==> src/rtl/iac_pkg.sv <==
package iac_pkg;
  localparam int unsigned XLEN = 64;
  localparam int unsigned NREG = 2;
  localparam int unsigned SEL_IIP = 0;
  localparam int unsigned SEL_IFA = 1;

  typedef enum logic [1:0] {
    FK_EXT    = 2'd0,
    FK_INST   = 2'd1,
    FK_DATA   = 2'd2,
    FK_UNIMPL = 2'd3
  } fault_kind_e;
endpackage

==> src/rtl/iac_fmt.sv <==
module iac_fmt
  import iac_pkg::*;
#(
  parameter int unsigned VA_MSB = 50,
  parameter int unsigned PA_MSB = 49,
  parameter bit          TRUNC  = 1'b1
) (
  input  logic [XLEN-1:0] ip_i,
  input  logic            virt_i,
  output logic [XLEN-1:0] fmt_o,
  output logic            unimpl_o
);
  localparam int unsigned VA_FILL = 60 - VA_MSB;
  localparam int unsigned PA_FILL = 62 - PA_MSB;

  logic va_bad, pa_bad;
  logic [XLEN-1:0] va_fmt, pa_fmt;

  assign va_bad   = ip_i[60:VA_MSB+1] != {VA_FILL{ip_i[VA_MSB]}};
  assign pa_bad   = |ip_i[62:PA_MSB+1];
  assign unimpl_o = virt_i ? va_bad : pa_bad;

  assign va_fmt = {ip_i[63:61], {VA_FILL{ip_i[VA_MSB]}}, ip_i[VA_MSB:0]};
  assign pa_fmt = {ip_i[63], {PA_FILL{1'b0}}, ip_i[PA_MSB:0]};

  generate
    if (TRUNC) begin : g_trunc
      assign fmt_o = virt_i ? va_fmt : pa_fmt;
    end else begin : g_full
      assign fmt_o = ip_i;
    end
  endgenerate
endmodule

==> src/rtl/iac_cr_reg.sv <==
module iac_cr_reg
  import iac_pkg::*;
(
  input  logic            clk_i,
  input  logic            rst_ni,
  input  logic            hw_we_i,
  input  logic [XLEN-1:0] hw_d_i,
  input  logic            sw_we_i,
  input  logic [XLEN-1:0] sw_d_i,
  output logic [XLEN-1:0] q_o
);
  always_ff @(posedge clk_i or negedge rst_ni) begin
    if (!rst_ni)      q_o <= '0;
    else if (hw_we_i) q_o <= hw_d_i;
    else if (sw_we_i) q_o <= sw_d_i;
  end

  a_r12_hw_first: assert property (@(posedge clk_i) disable iff (!rst_ni)
    hw_we_i |=> q_o == $past(hw_d_i));
  a_r12_sw_load: assert property (@(posedge clk_i) disable iff (!rst_ni)
    (sw_we_i && !hw_we_i) |=> q_o == $past(sw_d_i));
endmodule

==> src/rtl/iac_restart.sv <==
module iac_restart
  import iac_pkg::*;
(
  input  logic [XLEN-1:0] iip_i,
  input  logic            is32_i,
  output logic [XLEN-1:0] tgt_o
);
  localparam int unsigned HALF = XLEN / 2;

  always_comb begin
    tgt_o = iip_i;
    if (is32_i) tgt_o[XLEN-1:HALF] = '0;
    else        tgt_o[3:0]         = '0;
  end
endmodule

==> src/rtl/irq_addr_capture.sv <==
module irq_addr_capture
  import iac_pkg::*;
#(
  parameter int unsigned VA_MSB            = 50,
  parameter int unsigned PA_MSB            = 49,
  parameter bit          TRUNC_UNIMPL      = 1'b1,
  parameter bit          KEEP_ON_RET_FAULT = 1'b1
) (
  input  logic            clk_i,
  input  logic            rst_ni,
  input  logic            intr_i,
  input  logic [1:0]      fault_kind_i,
  input  logic            ret_src_i,
  input  logic [XLEN-1:0] ip_i,
  input  logic [XLEN-1:0] fault_addr_i,
  input  logic            xlat_en_i,
  input  logic            ic_i,
  input  logic            ret_is_i,
  input  logic            sw_we_i,
  input  logic            sw_sel_i,
  input  logic [XLEN-1:0] sw_wdata_i,
  output logic [XLEN-1:0] iip_o,
  output logic [XLEN-1:0] ifa_o,
  output logic [XLEN-1:0] restart_o,
  output logic            ip_unimpl_o
);
  fault_kind_e     kind;
  logic [XLEN-1:0] ip_fmt;
  logic            keep_iip;

  logic            hw_we [NREG];
  logic [XLEN-1:0] hw_d  [NREG];
  logic            sw_we [NREG];
  logic [XLEN-1:0] q     [NREG];

  assign kind = fault_kind_e'(fault_kind_i);

  iac_fmt #(.VA_MSB(VA_MSB), .PA_MSB(PA_MSB), .TRUNC(TRUNC_UNIMPL)) u_fmt (
    .ip_i    (ip_i),
    .virt_i  (xlat_en_i),
    .fmt_o   (ip_fmt),
    .unimpl_o(ip_unimpl_o)
  );

  // a faulting return may preserve the prior saved pointer
  assign keep_iip = KEEP_ON_RET_FAULT && ret_src_i && (kind == FK_UNIMPL);

  always_comb begin
    hw_we[SEL_IIP] = intr_i && !keep_iip;
    hw_d[SEL_IIP]  = (kind == FK_UNIMPL) ? ip_fmt : ip_i;
    hw_we[SEL_IFA] = intr_i && ic_i && (kind == FK_INST || kind == FK_DATA);
    hw_d[SEL_IFA]  = (kind == FK_INST) ? {fault_addr_i[XLEN-1:4], 4'h0} : fault_addr_i;
    sw_we[SEL_IIP] = sw_we_i && !sw_sel_i && !intr_i;
    sw_we[SEL_IFA] = sw_we_i &&  sw_sel_i && !intr_i;
  end

  generate
    for (genvar g = 0; g < NREG; g++) begin : g_cr
      iac_cr_reg u_reg (
        .clk_i  (clk_i),
        .rst_ni (rst_ni),
        .hw_we_i(hw_we[g]),
        .hw_d_i (hw_d[g]),
        .sw_we_i(sw_we[g]),
        .sw_d_i (sw_wdata_i),
        .q_o    (q[g])
      );
    end
  endgenerate

  assign iip_o = q[SEL_IIP];
  assign ifa_o = q[SEL_IFA];

  iac_restart u_restart (
    .iip_i (iip_o),
    .is32_i(ret_is_i),
    .tgt_o (restart_o)
  );

  a_r1_reset: assert property (@(posedge clk_i)
    !rst_ni |=> (iip_o == '0) && (ifa_o == '0));
  a_r2_iip_take: assert property (@(posedge clk_i) disable iff (!rst_ni)
    (intr_i && kind != FK_UNIMPL) |=> iip_o == $past(ip_i));
  a_r3_inst_align: assert property (@(posedge clk_i) disable iff (!rst_ni)
    (intr_i && ic_i && kind == FK_INST) |=> ifa_o[3:0] == 4'h0);
  a_r3_data_byte: assert property (@(posedge clk_i) disable iff (!rst_ni)
    (intr_i && ic_i && kind == FK_DATA) |=> ifa_o == $past(fault_addr_i));
  a_r4_ic_off: assert property (@(posedge clk_i) disable iff (!rst_ni)
    (intr_i && !ic_i) |=> $stable(ifa_o));
  a_r5_va_sext: assert property (@(posedge clk_i) disable iff (!rst_ni)
    (TRUNC_UNIMPL && intr_i && kind == FK_UNIMPL && xlat_en_i && !keep_iip)
      |=> iip_o[60:VA_MSB+1] == {(60-VA_MSB){iip_o[VA_MSB]}});
  a_r6_pa_zero: assert property (@(posedge clk_i) disable iff (!rst_ni)
    (TRUNC_UNIMPL && intr_i && kind == FK_UNIMPL && !xlat_en_i && !keep_iip)
      |=> iip_o[62:PA_MSB+1] == '0);
  a_r8_keep: assert property (@(posedge clk_i) disable iff (!rst_ni)
    (KEEP_ON_RET_FAULT && intr_i && ret_src_i && kind == FK_UNIMPL) |=> $stable(iip_o));
  a_r9_native_low: assert property (@(posedge clk_i) disable iff (!rst_ni)
    !ret_is_i |-> (restart_o[3:0] == 4'h0) && (restart_o[XLEN-1:4] == iip_o[XLEN-1:4]));
  a_r10_ia32_high: assert property (@(posedge clk_i) disable iff (!rst_ni)
    ret_is_i |-> (restart_o[XLEN-1:32] == '0) && (restart_o[31:0] == iip_o[31:0]));
  a_r12_sw_dropped: assert property (@(posedge clk_i) disable iff (!rst_ni)
    (intr_i && sw_we_i && sw_sel_i && !ic_i) |=> $stable(ifa_o));
endmodule

==> config.mk <==
export PLATFORM = sky130hd
export DESIGN_NAME = irq_addr_capture
export DESIGN_NICKNAME = d
export VERILOG_FILES = /design/src/rtl/iac_pkg.sv /design/src/rtl/iac_fmt.sv /design/src/rtl/iac_cr_reg.sv /design/src/rtl/iac_restart.sv /design/src/rtl/irq_addr_capture.sv
export SDC_FILE = /design/constraint.sdc
export NUM_CORES = 1
export LEC_CHECK = 0
export ABC_AREA = 1
export BUFFER_PORTS_ARGS = -buffer_cell sky130_fd_sc_hd__buf_2
export CAP_MARGIN = 20
export CORE_AREA = 2 2 154 156
export DETAILED_ROUTE_END_ITERATION = 16
export DIE_AREA = 0 0 156 158
export GPL_TIMING_DRIVEN = 0
export PLACE_DENSITY = 0.66
export SLEW_MARGIN = 30
export SYNTH_ARGS = -nofsm -noshare
export SYNTH_HDL_FRONTEND = slang
export SYNTH_SLANG_ARGS = --single-unit
==> constraint.sdc <==
create_clock -name clk_i -period 1.01 [get_ports clk_i]
set_input_delay 0.101 -clock clk_i [delete_from_list [all_inputs] [get_ports clk_i]]
set_output_delay 0.101 -clock clk_i [all_outputs]
set_load 0.005 [all_outputs]
==> summary.txt <==
Layout
  – Fin nets: 1880
  – Most frequent cells in the layout: 358 x buf_2, 272 x nand2_1, 125 x dfrtp_1
  – Largest Register: g_cr.u_reg.q_o
  – Biggest regs: g_cr.u_reg.q_o x128
  – Fraction of layout cells with a size suffix above 1: 50.9%
  – Fin area: 14600 um2
  – Final core occ: a little under two thirds
  – Synthesis-to-finish area growth: 105%
  – Max reg flops: ~130
  – Fin cells: 1980
  – Commonest non-fill, non-tap cell in the layout: buf_2

Logic synthesis
  – Synthesized area: between 7000 and 8000 um2
  – Cells after synthesis: 1004
  – Yosys warning count: 0
  – Sequential share of the synthesized area: between 40% and 50%
  – Area leader, netlist: dfrtp_1
  – Top-area cell type share of the netlist area: 44.9%
  – Seq cells post-synth: 128
  – Area contributors post-synth: dfrtp_1 45%, nand2_1 18%, nand3_1 6.7%
  – Avg Cell Area, Syn: 7.11 um2
  – Post-Syn Nets: 1210
  – Synth unique cells: 21

Detailed routing
  – DR DRC count: 0
  – Via Count: 9596
  – Pre-Repair DR Iteration Count: 5
  – WL/cell: 18.6 um
  – Vias per cell: 4.85
  – ANT nets after route: 0
  – 1st-iter DRT viols: 614
  – DRT Wirelength: about 37 mm

Global routing
  – First-pass GRT wire length: 49.4 mm
  – Grt met1 use: between 30% and 40%
  – Met3 usage: 5.61%
  – Met2 Resource Use GR: 46.1%
  – Total GRT Usage: 26.3%
  – Busiest grt layer: met2
  – Largest net degree at the start of global routing: 76
  – GR Overflow Total: 0
  – Vias in the first global route: roughly 9000
  – Initial antenna violation count: 5

STA
  – Final worst setup slack: -0.220 ns
  – Highest Clock Rate: 0.813 GHz
  – Hold_ws: 0.0207 ns
  – Final setup vio count: 259
  – Clk_skew: 0 ns
  – Least-Margin Pin Slew: between 0.3 and 0.4 ns
  – Fin crit share: 122%
  – Pins Over Slew Limit: 0
  – Slew margin rel.: 75.8%
  – Final min period: 1.23 ns
  – Unrepaired setup endpoints after global routing: yes
  – Hold Vio Cnt, Final: 0

Power
  – Reg power frac: 31.6%
  – Sw frac: 31.5%
  – Pwr dens: roughly 1500 nW/um2
  – Comb pwr share: between 30% and 40%
  – Power Total: 21300 uW
  – Pleak: a little under 0.008 uW
  – Clock Power Share: about a third
  – VDD IR-drop max: 903 uV
  – Switching power: 6690 uW
  – Internal: approximately 15000 uW

Status
  – Failing checks: negative setup slack
  – Outcome: complete, but fails checks

Placed design
  – Placer Congestion: 0.852
  – DP Area: 9730 um2
  – DP HPWL: 21.8 mm
  – Placed cell count: 1690
  – Port Buffers: about 390

Worst setup path
  – CP delay by family, top: flip-flops
  – Reg2Reg Depth: 5
  – Worst R2R Setup Slack: 0.03 ns
  – RR Endpoint: g_cr[0].u_reg.q_o[42]$_DFFE_PN0P_
  – Worst r2r src: g_cr[0].u_reg.q_o[42]$_DFFE_PN0P_
  – Worst setup EP type: primary output
  – Startpoint type of the worst setup path: flip-flop
  – Crit path max-delay cell type: dfrtp_2
  – Max FO, Critical Path: 3
  – CP bufs+invs: 2
  – Arr. time, crit path: 1.13 ns
  – WP data required: 0.91 ns
  – Crit path largest cell delay: 0.45 ns
  – Cells along the critical path: nand2_1, inv_1, buf_2
  – Setup CP Type: flip-flop to primary output

Floorplanning
  – Boundary pin count: between 300 and 400
  – Initial Util: 31.0%
  – Die outline width: 156 um
  – Die Height: 158 um
  – Site Rows: 56
  – Die area: 24600 um2
  – Placeable Area: 23100 um2

Clock network
  – CTS tree: done
  – H-tree depth: 4
  – Clk buf depth: 2
  – Clock sinks: around 130
  – Clk_lat worst skew: roughly 0.41 ns
  – CTS buffer count: 17
  – Root buffer cell: clkbuf_16
  – Clk slew on worst S/H paths: approximately 0.06 ns

Hold path
  – Worst hold endpoint: g_cr[0].u_reg.q_o[57]$_DFFE_PN0P_
  – Worst hold path depth: 5
  – HP Class: input port to flip-flop
  – Hold path start: sw_wdata_i[57]

Run
  – Maxcap violations: 0
worst min-delay path, cell delays in order:
cell and delay [ns]:
buf_2 0.08, inv_1 0.05, nand2_1 0.06, nand3_1 0.07, nand2_1 0.05
cell type report:
type / count / area, um2
fillers: 1829 / 8430
repair buffers: 652 / 4960
clock inverters: 12 / 183
clock buffers: 19 / 453
diodes: 4 / 10.0
plain buffers: 89 / 1050
flip-flops and latches: 128 / 3210
inverters: 114 / 448
multi-input cells: 672 / 3950
well taps: 290 / 363
cell families (layout without fill, tap and decap cells):
| logic type | Yosys count | in the layout | synth area share (%) |
|---|---|---|---|
| simple gates | 548 | 550 | 30.9 |
| flops | 128 | 128 | 44.9 |
| fa+ha+maj | 3 | 3 | 0.526 |
| other cells | 0 | 4 | 0 |
| compound gates | 119 | 119 | 10.1 |
| buf+inv | 206 | 886 | 13.6 |
repair_timing:
item	in CTS	in global routing
hold endpoints to repair	192	0
buffers inserted	64	64
endpoints found under the setup margin	321	348
gates resized for setup	279	184
pin swaps	54	67
hold buffers	112	0
cloned	17	8
how the worst max path moves through the flow:
stage | cells past startpoint | end | slack, ns | startpoint
4_1_cts | 2 | restart_o[16] | -0.20 | g_cr[0].u_reg.q_o[16]$_DFFE_PN0P_
3_5_place_dp | 9 | g_cr[1].u_reg.q_o[14]$_DFFE_PN0P_ | -0.81 | fault_kind_i[1]
6_report | 3 | restart_o[2] | -0.22 | g_cr[0].u_reg.q_o[2]$_DFFE_PN0P_
2_1_floorplan | 8 | g_cr[1].u_reg.q_o[34]$_DFFE_PN0P_ | -0.15 | fault_kind_i[1]
5_1_grt | 3 | restart_o[63] | -0.27 | g_cr[0].u_reg.q_o[63]$_DFFE_PN0P_
3_3_place_gp | 1 | g_cr[0].u_reg.q_o[56]$_DFFE_PN0P_ | -2.08 | rst_ni
per-stage QoR:
step	worst slack (ns)	TNS [ns]
floorplan	-0.152	-9.18
global placement	-2.08	-364.84
detailed placement	-0.810	-101.82
CTS	-0.200	-20.93
global route	-0.272	-29.88
finish	-0.220	-19.92
power by group through the flow:
stage | sequential (uW) | combinational [uW] | clock, uW
6_report | 6710 | 7720 | 6840
5_1_grt | 6800 | 8310 | 7130
4_1_cts | 6630 | 6390 | 6910
3_5_place_dp | 6710 | 4550 | 0
3_3_place_gp | 6690 | 4450 | 0
2_1_floorplan | 6720 | 2090 | 0
layer usage:
layer	wire length (um)	share of wire, %
met5	13	0.035
met4	1140	3.1
met3	2450	6.6
met2	18900	51
met1	14400	39
synth_stat cells:
cell type,number
o21ai_1,59
buf_6,3
nand2_4,1
nand2_2,2
buf_4,34
inv_1,112
a21oi_1,1
clkbuf_1,12
o211ai_1,51
buf_2,38
dfrtp_1,128
o21ai_0,8
buf_1,5
nand3_1,95
clkinv_1,1
nand2_1,344
nand4_1,1
inv_2,1
nor2_1,102
nand3b_1,3
ha_1,3
No activity file was read; power rests on OpenSTA's default activity.
